File: src/rtl/xprt_pkg.sv
package xprt_pkg;

  // Strobes from the control to the datapath
  typedef struct packed {
    logic step;   // advance both pattern counters
    logic check;  // analyzers compare this cycle
  } ctrlStrobe_t;

  // Nets per lane: state bits, own parity, cross parity
  function automatic int laneWidth(input int cntW);
    return cntW + 2;
  endfunction

endpackage

File: src/rtl/xprt_ctrl.sv
module xprt_ctrl
  import xprt_pkg::*;
#(
  parameter int SETTLE_CYCLES = 1
) (
  input  logic        clk,
  input  logic        rstN,
  input  logic        enable,
  output ctrlStrobe_t strobe
);

  localparam int SW = (SETTLE_CYCLES > 0) ? $clog2(SETTLE_CYCLES + 1) : 1;
  localparam logic [SW-1:0] SETTLE_LIMIT = SW'(SETTLE_CYCLES);

  logic [SW-1:0] settleCnt;
  logic          armed;

  assign armed = (settleCnt == SETTLE_LIMIT);

  // Counts edges after reset release; stops at the limit
  always_ff @(posedge clk or negedge rstN) begin
    if (!rstN) begin
      settleCnt <= '0;
    end else if (!armed) begin
      settleCnt <= settleCnt + SW'(1);
    end
  end

  always_comb begin
    strobe.step  = enable;
    strobe.check = enable & armed;
  end

endmodule

File: src/rtl/xprt_pattern_gen.sv
module xprt_pattern_gen #(
  parameter int CNT_W      = 2,
  parameter bit COUNT_DOWN = 1'b0,
  parameter bit ODD_PAR    = 1'b0
) (
  input  logic             clk,
  input  logic             rstN,
  input  logic             step,
  output logic [CNT_W-1:0] state,
  output logic             parity
);

  localparam logic [CNT_W-1:0] START = COUNT_DOWN ? '1 : '0;

  logic [CNT_W-1:0] nextState;

  generate
    if (COUNT_DOWN) begin : g_down
      assign nextState = state - CNT_W'(1);
    end else begin : g_up
      assign nextState = state + CNT_W'(1);
    end
  endgenerate

  always_ff @(posedge clk or negedge rstN) begin
    if (!rstN) begin
      state <= START;
    end else if (step) begin
      state <= nextState;
    end
  end

  assign parity = (^state) ^ ODD_PAR;

endmodule

File: src/rtl/xprt_analyzer.sv
module xprt_analyzer #(
  parameter int CNT_W     = 2,
  parameter bit OWN_EXP   = 1'b0,
  parameter bit CROSS_EXP = 1'b1
) (
  input  logic             clk,
  input  logic             rstN,
  input  logic             check,
  input  logic [CNT_W-1:0] rxData,
  input  logic             rxOwnPar,
  input  logic             rxCrossPar,
  output logic             faultFlag
);

  logic dataPar;
  logic ownBad;
  logic crossBad;

  assign dataPar  = ^rxData;
  assign ownBad   = (dataPar ^ rxOwnPar) != OWN_EXP;
  assign crossBad = (dataPar ^ rxCrossPar) != CROSS_EXP;

  always_ff @(posedge clk or negedge rstN) begin
    if (!rstN) begin
      faultFlag <= 1'b0;
    end else if (check && (ownBad || crossBad)) begin
      faultFlag <= 1'b1;
    end
  end

endmodule

File: src/rtl/xprt_datapath.sv
module xprt_datapath
  import xprt_pkg::*;
#(
  parameter int CNT_W = 2
) (
  input  logic                           clk,
  input  logic                           rstN,
  input  ctrlStrobe_t                    strobe,
  input  logic [2*laneWidth(CNT_W)-1:0]  netRx,
  output logic [2*laneWidth(CNT_W)-1:0]  netTx,
  output logic [1:0]                     laneFault
);

  localparam int LANE_W = laneWidth(CNT_W);
  // Complementing an odd number of bits flips parity
  localparam bit FLIP = CNT_W[0];

  logic [1:0][CNT_W-1:0] laneState;
  logic [1:0]            laneParity;

  // Lane 0: up counter, even parity. Lane 1: down counter, odd parity.
  generate
    for (genvar g = 0; g < 2; g++) begin : g_lane
      localparam int BASE = g * LANE_W;

      xprt_pattern_gen #(
        .CNT_W      (CNT_W),
        .COUNT_DOWN (g == 1),
        .ODD_PAR    (g == 1)
      ) u_gen (
        .clk    (clk),
        .rstN   (rstN),
        .step   (strobe.step),
        .state  (laneState[g]),
        .parity (laneParity[g])
      );

      assign netTx[BASE +: CNT_W]    = laneState[g];
      assign netTx[BASE + CNT_W]     = laneParity[g];
      assign netTx[BASE + CNT_W + 1] = laneParity[1-g];

      xprt_analyzer #(
        .CNT_W     (CNT_W),
        .OWN_EXP   (g == 1),
        .CROSS_EXP ((g == 0) ^ FLIP)
      ) u_ana (
        .clk        (clk),
        .rstN       (rstN),
        .check      (strobe.check),
        .rxData     (netRx[BASE +: CNT_W]),
        .rxOwnPar   (netRx[BASE + CNT_W]),
        .rxCrossPar (netRx[BASE + CNT_W + 1]),
        .faultFlag  (laneFault[g])
      );
    end
  endgenerate

endmodule

File: src/rtl/xparity_route_tester.sv
module xparity_route_tester
  import xprt_pkg::*;
#(
  parameter int CNT_W         = 2,
  parameter int SETTLE_CYCLES = 1
) (
  input  logic                    clk,
  input  logic                    rstN,
  input  logic                    enable,
  input  logic [2*(CNT_W+2)-1:0]  netRx,
  output logic [2*(CNT_W+2)-1:0]  netTx,
  output logic                    faultUp,
  output logic                    faultDown
);

  ctrlStrobe_t strobe;
  logic [1:0]  laneFault;

  xprt_ctrl #(
    .SETTLE_CYCLES (SETTLE_CYCLES)
  ) u_ctrl (
    .clk    (clk),
    .rstN   (rstN),
    .enable (enable),
    .strobe (strobe)
  );

  xprt_datapath #(
    .CNT_W (CNT_W)
  ) u_dp (
    .clk       (clk),
    .rstN      (rstN),
    .strobe    (strobe),
    .netRx     (netRx),
    .netTx     (netTx),
    .laneFault (laneFault)
  );

  assign faultUp   = laneFault[0];
  assign faultDown = laneFault[1];

endmodule

File: config.mk
export PLATFORM = sky130hd
export DESIGN_NAME = xparity_route_tester
export DESIGN_NICKNAME = d
export VERILOG_FILES = /design/src/rtl/xprt_pkg.sv /design/src/rtl/xprt_ctrl.sv /design/src/rtl/xprt_pattern_gen.sv /design/src/rtl/xprt_analyzer.sv /design/src/rtl/xprt_datapath.sv /design/src/rtl/xparity_route_tester.sv
export SDC_FILE = /design/constraint.sdc
export NUM_CORES = 1
export LEC_CHECK = 0
export BUFFER_PORTS_ARGS = -buffer_cell sky130_fd_sc_hd__buf_2
export CAP_MARGIN = 20
export CELL_PAD_IN_SITES_DETAIL_PLACEMENT = 1
export CELL_PAD_IN_SITES_GLOBAL_PLACEMENT = 1
export CORE_AREA = 2 2 39 41
export DETAILED_ROUTE_END_ITERATION = 8
export DIE_AREA = 0 0 41 43
export PLACE_DENSITY_LB_ADDON = 0.1
export SLEW_MARGIN = 20
export SYNTH_ARGS = -nofsm -noshare
export SYNTH_HDL_FRONTEND = slang
export SYNTH_SLANG_ARGS = --single-unit
File: constraint.sdc
create_clock -name clk -period 1.05 [get_ports clk]
set_input_delay 0.1575 -clock clk [delete_from_list [all_inputs] [get_ports clk]]
set_output_delay 0.1575 -clock clk [all_outputs]
set_load 0.05 [all_outputs]
# After elaboration in Yosys (flattened, before gate mapping)

Cells that the tools add are included.

Register bits: 7
Bits of input ports: 11
Output and inout port bits: 10
Logic and storage cells: 25

Reductions and logical operators: 8
$add $sub $neg: 3
Bitwise operators: 8
Mux-type cells: 1

Operators by type and width:

| cell                                              | number |
|---|---|
| parity 2 bit                                      | 4 |
| bitwise XOR 1 bit                                 | 4 |
| NOT 1 bit                                         | 3 |
| adder 2 x 1 -> 2 bit (second input constant)      | 1 |
| logical AND 1 bit                                 | 2 |
| logical OR 1 bit                                  | 2 |
| subtractor 2 x 1 -> 2 bit (second input constant) | 1 |
| adder 1 bit (second input constant)               | 1 |
| bitwise AND 1 bit                                 | 1 |
| two-way mux 1 bit                                 | 1 |

# Logic depth before layout (Yosys ltp)

Word-level depth: 5
Mapped depth: 3
Gate-level depth less buffers: 3

# Modules after synthesis

Synthesis repeated with hierarchy kept, for this count alone.

Cell total of the unflattened synthesis: 30
Area, all modules: 360.3 sq um

Modules (own cells, without submodules):

| module                                  | instances | cells each | sequential area each (sq um) | area each (sq um) |
|---|---|---|---|---|
| xprt_analyzer                           | 2         | 6          | 25.0                         | 63.8 |
| xprt_pattern_gen (u_dp.g_lane[1].u_gen) | 1         | 6          | 52.6                         | 92.6 |
| xprt_pattern_gen (u_dp.g_lane[0].u_gen) | 1         | 6          | 50.0                         | 82.6 |
| xprt_ctrl                               | 1         | 4          | 25.0                         | 42.5 |
| xprt_datapath                           | 1         | 2          | 0.0                          | 15.0 |

# Worst setup path after synthesis

OpenSTA, ideal clock, no wires.

Path type: flip-flop to output port
Start: register u_dp.g_lane[0].u_gen.state[0]
End: output port netTx[2]
Data arrival time: 1.099 ns
Stages on the path, launching flop included: 3
Setup slack: -0.206 ns
Path buffers: 1
Data required time: 0.892 ns
Cells stage by stage: dfrtp_1 xor2_1 buf_4

Cells in the longest elaborated chain, start to end: 1

RTL lines:

| item                     | line                       | source |
|---|---|---|
| start: declaration       | xprt_pattern_gen.sv:9      | `output logic [CNT_W-1:0] state,` |
| start signal: assignment | xprt_pattern_gen.sv:29     | `state <= nextState;` |
| parity 2 bit             | xprt_pattern_gen.sv:33     | `assign parity = (^state) ^ ODD_PAR;` |
| end: declaration         | xparity_route_tester.sv:11 | `output logic [2*(CNT_W+2)-1:0] netTx,` |

Every way passes these cells.

# Final worst setup path

Start: register u_dp.g_lane[1].u_gen.state[1]
End: output port netTx[3]

Cells in the longest elaborated chain, start to end: 2

RTL lines:

| item                       | line |
|---|---|
| start: declaration         | xprt_pattern_gen.sv:9 |
| start signal: assignment   | xprt_pattern_gen.sv:29 |
| parity 2 bit               | xprt_pattern_gen.sv:33 |
| NOT 1 bit (no source line) | n/a |

Every way passes these cells.

==> impl_metrics.tcl <==
set metrics [dict create \
    die_x_um 41 \
    place.gp.congestion 0.526 \
    grtUsageTotal_pct 11.8 \
    synthCells 30 \
    cp.buffers_inverters 1 \
    cp_max_fo 2 \
    syn2layout_area_growth_pct 98.2 \
    rsz0062_at_grt "true" \
    crit_family "flip-flops" \
    hp-class "in2reg" \
    die_area_sq_um 1760 \
    finClkSkew_ns 0.00148 \
    pin_count 21 \
    synth_nets 41 \
    end_kind "primary output" \
    rr_startpoint "u_dp.g_lane[1].u_gen.state[0]$_DFFE_PN1P_" \
    ys_ff_latch 7 \
    dr.pass1.iters 1 \
    layout-drive-gt1-share_pct 70.5 \
    fin_ws_ns -0.310 \
    cp-start-kind "register" \
    dp_slack_ns -0.133 \
    arrival_ns 1.20 \
    layout_common_cells "buf_2, buf_6, buf_4, buf_8" \
    grt_pass1_vias 308 \
    violations "setup timing" \
    cp_cell_sequence "xnor2_4 -> buf_6" \
    grt_antenna_before_repair 0 \
    critical_path_class "reg2out" \
    hpwlAfterDp_um 623 \
    route.vias.total 323 \
    fin_crit_ns 1.36 \
    period_share_pct 129 \
    drcViolationCount 0 \
    fmax_mhz 735 \
    num_antenna_cells 0 \
    cp_slowest_cell "dfstp_4" \
    routed_wl_um 879 \
    final_common_cell "buf_2" \
    num_rows 14 \
    fill_cells 146 \
    slowest_delay_ns 0.64 \
    grt_max_degree 8 \
    synth_cell_types 15 \
    wl_per_cell_um 11.4 \
    htree_levels 1 \
    outcome "finished with violations" \
    gr-total-overflow 0 \
    fin_nets 73 \
    ant_nets 0 \
    clockRootBuffer "clkbuf_4" \
    hp-start "netRx[2]" \
    via_per_inst 4.19 \
    setup_viol 9 \
    port_buffers 20 \
    path_clk_slew_ns 0.05 \
    cp.required_ns 0.89 \
    grt_pass1_wl_um 1350 \
    ys_seq_area_share_pct 50.9 \
    cts_buffer_depth 2 \
    coreArea_sq_um 1380 \
    holdWs_ns 0.132 \
    yosys_warnings 0 \
    clkSinkCount 7 \
    setup_tns_ns -1.57 \
    final_util_pct 50.0 \
    cap_violations 0 \
    clk_latency_ns 0.24 \
    maxSlewViolCount 0 \
    numCtsBuffers 3 \
    cp-startpoint "u_dp.g_lane[1].u_gen.state[1]$_DFFE_PN1P_" \
    die_h_um 43 \
    initial_core_util_pct 25.2 \
    drtIter0Drc 0 \
    cts_tree "yes" \
    hold_violations 0 \
    synth_area_sq_um 349 \
    syn_avg_cell_area_sq_um 11.6 \
]
## cell type report
type	instances	area, sq um	area share [%]
well taps	16	20.0	2.89
flip-flops and latches	7	189	27.3
multi-input cells	19	189	27.3
clock buffers	4	26.3	3.80
repair buffers	31	268	38.7
## per-stage QoR
step / std cells / instance area, sq um
floorplan: 30 / 387
global placement: 65 / 492
detailed placement: 65 / 492
CTS: 74 / 633
global route: 77 / 692
finish: 77 / 692
## timing repair
action	in CTS	in global routing
resized for setup	22	7
buffers inserted	4	3
hold endpoints to repair	7	0
pin swaps	0	1
hold buffers	1	0
endpoints found under the setup margin	10	11
## cells in the mapped netlist
cell type | number | area share [%]
dfrtp_1 | 5 | 36
buf_4 | 4 | 8.6
xnor2_1 | 4 | 10
xor2_1 | 4 | 10
dfstp_2 | 2 | 15
nor2b_1 | 2 | 3.6
a21oi_1 | 1 | 1.4
a311oi_1 | 1 | 2.5
a31o_1 | 1 | 2.5
conb_1 | 1 | 1.1
mux2i_1 | 1 | 2.9
nand2_1 | 1 | 1.1
nand2b_1 | 1 | 1.8
nor2_1 | 1 | 1.1
nor4b_1 | 1 | 2.5
## registers in the layout, indices dropped and copies added (netlist names)
name	count
u_dp.g_lane.u_gen.state	4
u_ctrl.armed	1
u_dp.g_lane.u_ana.faultFlag	2
## kinds of logic after synthesis
group                  share of synthesized area [%]
flip-flops                                      50.9
AND/OR/NAND/NOR                                 10.0
buffers and inverters                           8.60
other                                           1.07
XOR/XNOR                                        20.1
AO/OA/AOI/OAI                                   6.45
multiplexers                                    2.87
## routing by layer
metal	vias to the layer above	global-route usage, %	routed length (um)
met5	-	0	0
met1	153	10.3	310
li1	157	-	-
met2	13	20.6	505
met3	0	6.81	63
met4	0	4.00	0
## worst paths after layout
kind / end / slack [ns] / cells past startpoint
worst max-delay path: netTx[3] / -0.31 / 2
worst min-delay path: u_dp.g_lane[0].u_ana.faultFlag$_DFFE_PN0P_ / 0.13 / 2
worst max register to register: u_dp.g_lane[1].u_gen.state[1]$_DFFE_PN1P_ / -0.08 / 4
worst min register to register: u_dp.g_lane[1].u_ana.faultFlag$_DFFE_PN0P_ / 0.46 / 1
max in group asynchronous: u_dp.g_lane[1].u_gen.state[0]$_DFFE_PN1P_ / 0.54 / 2
min in group asynchronous: u_ctrl.armed$_DFF_PN0_ / 0.28 / 2
Power is left out: the tool's default activity adds up to more than one toggle a clock period on the data nets, which glitch-free logic cannot reach.
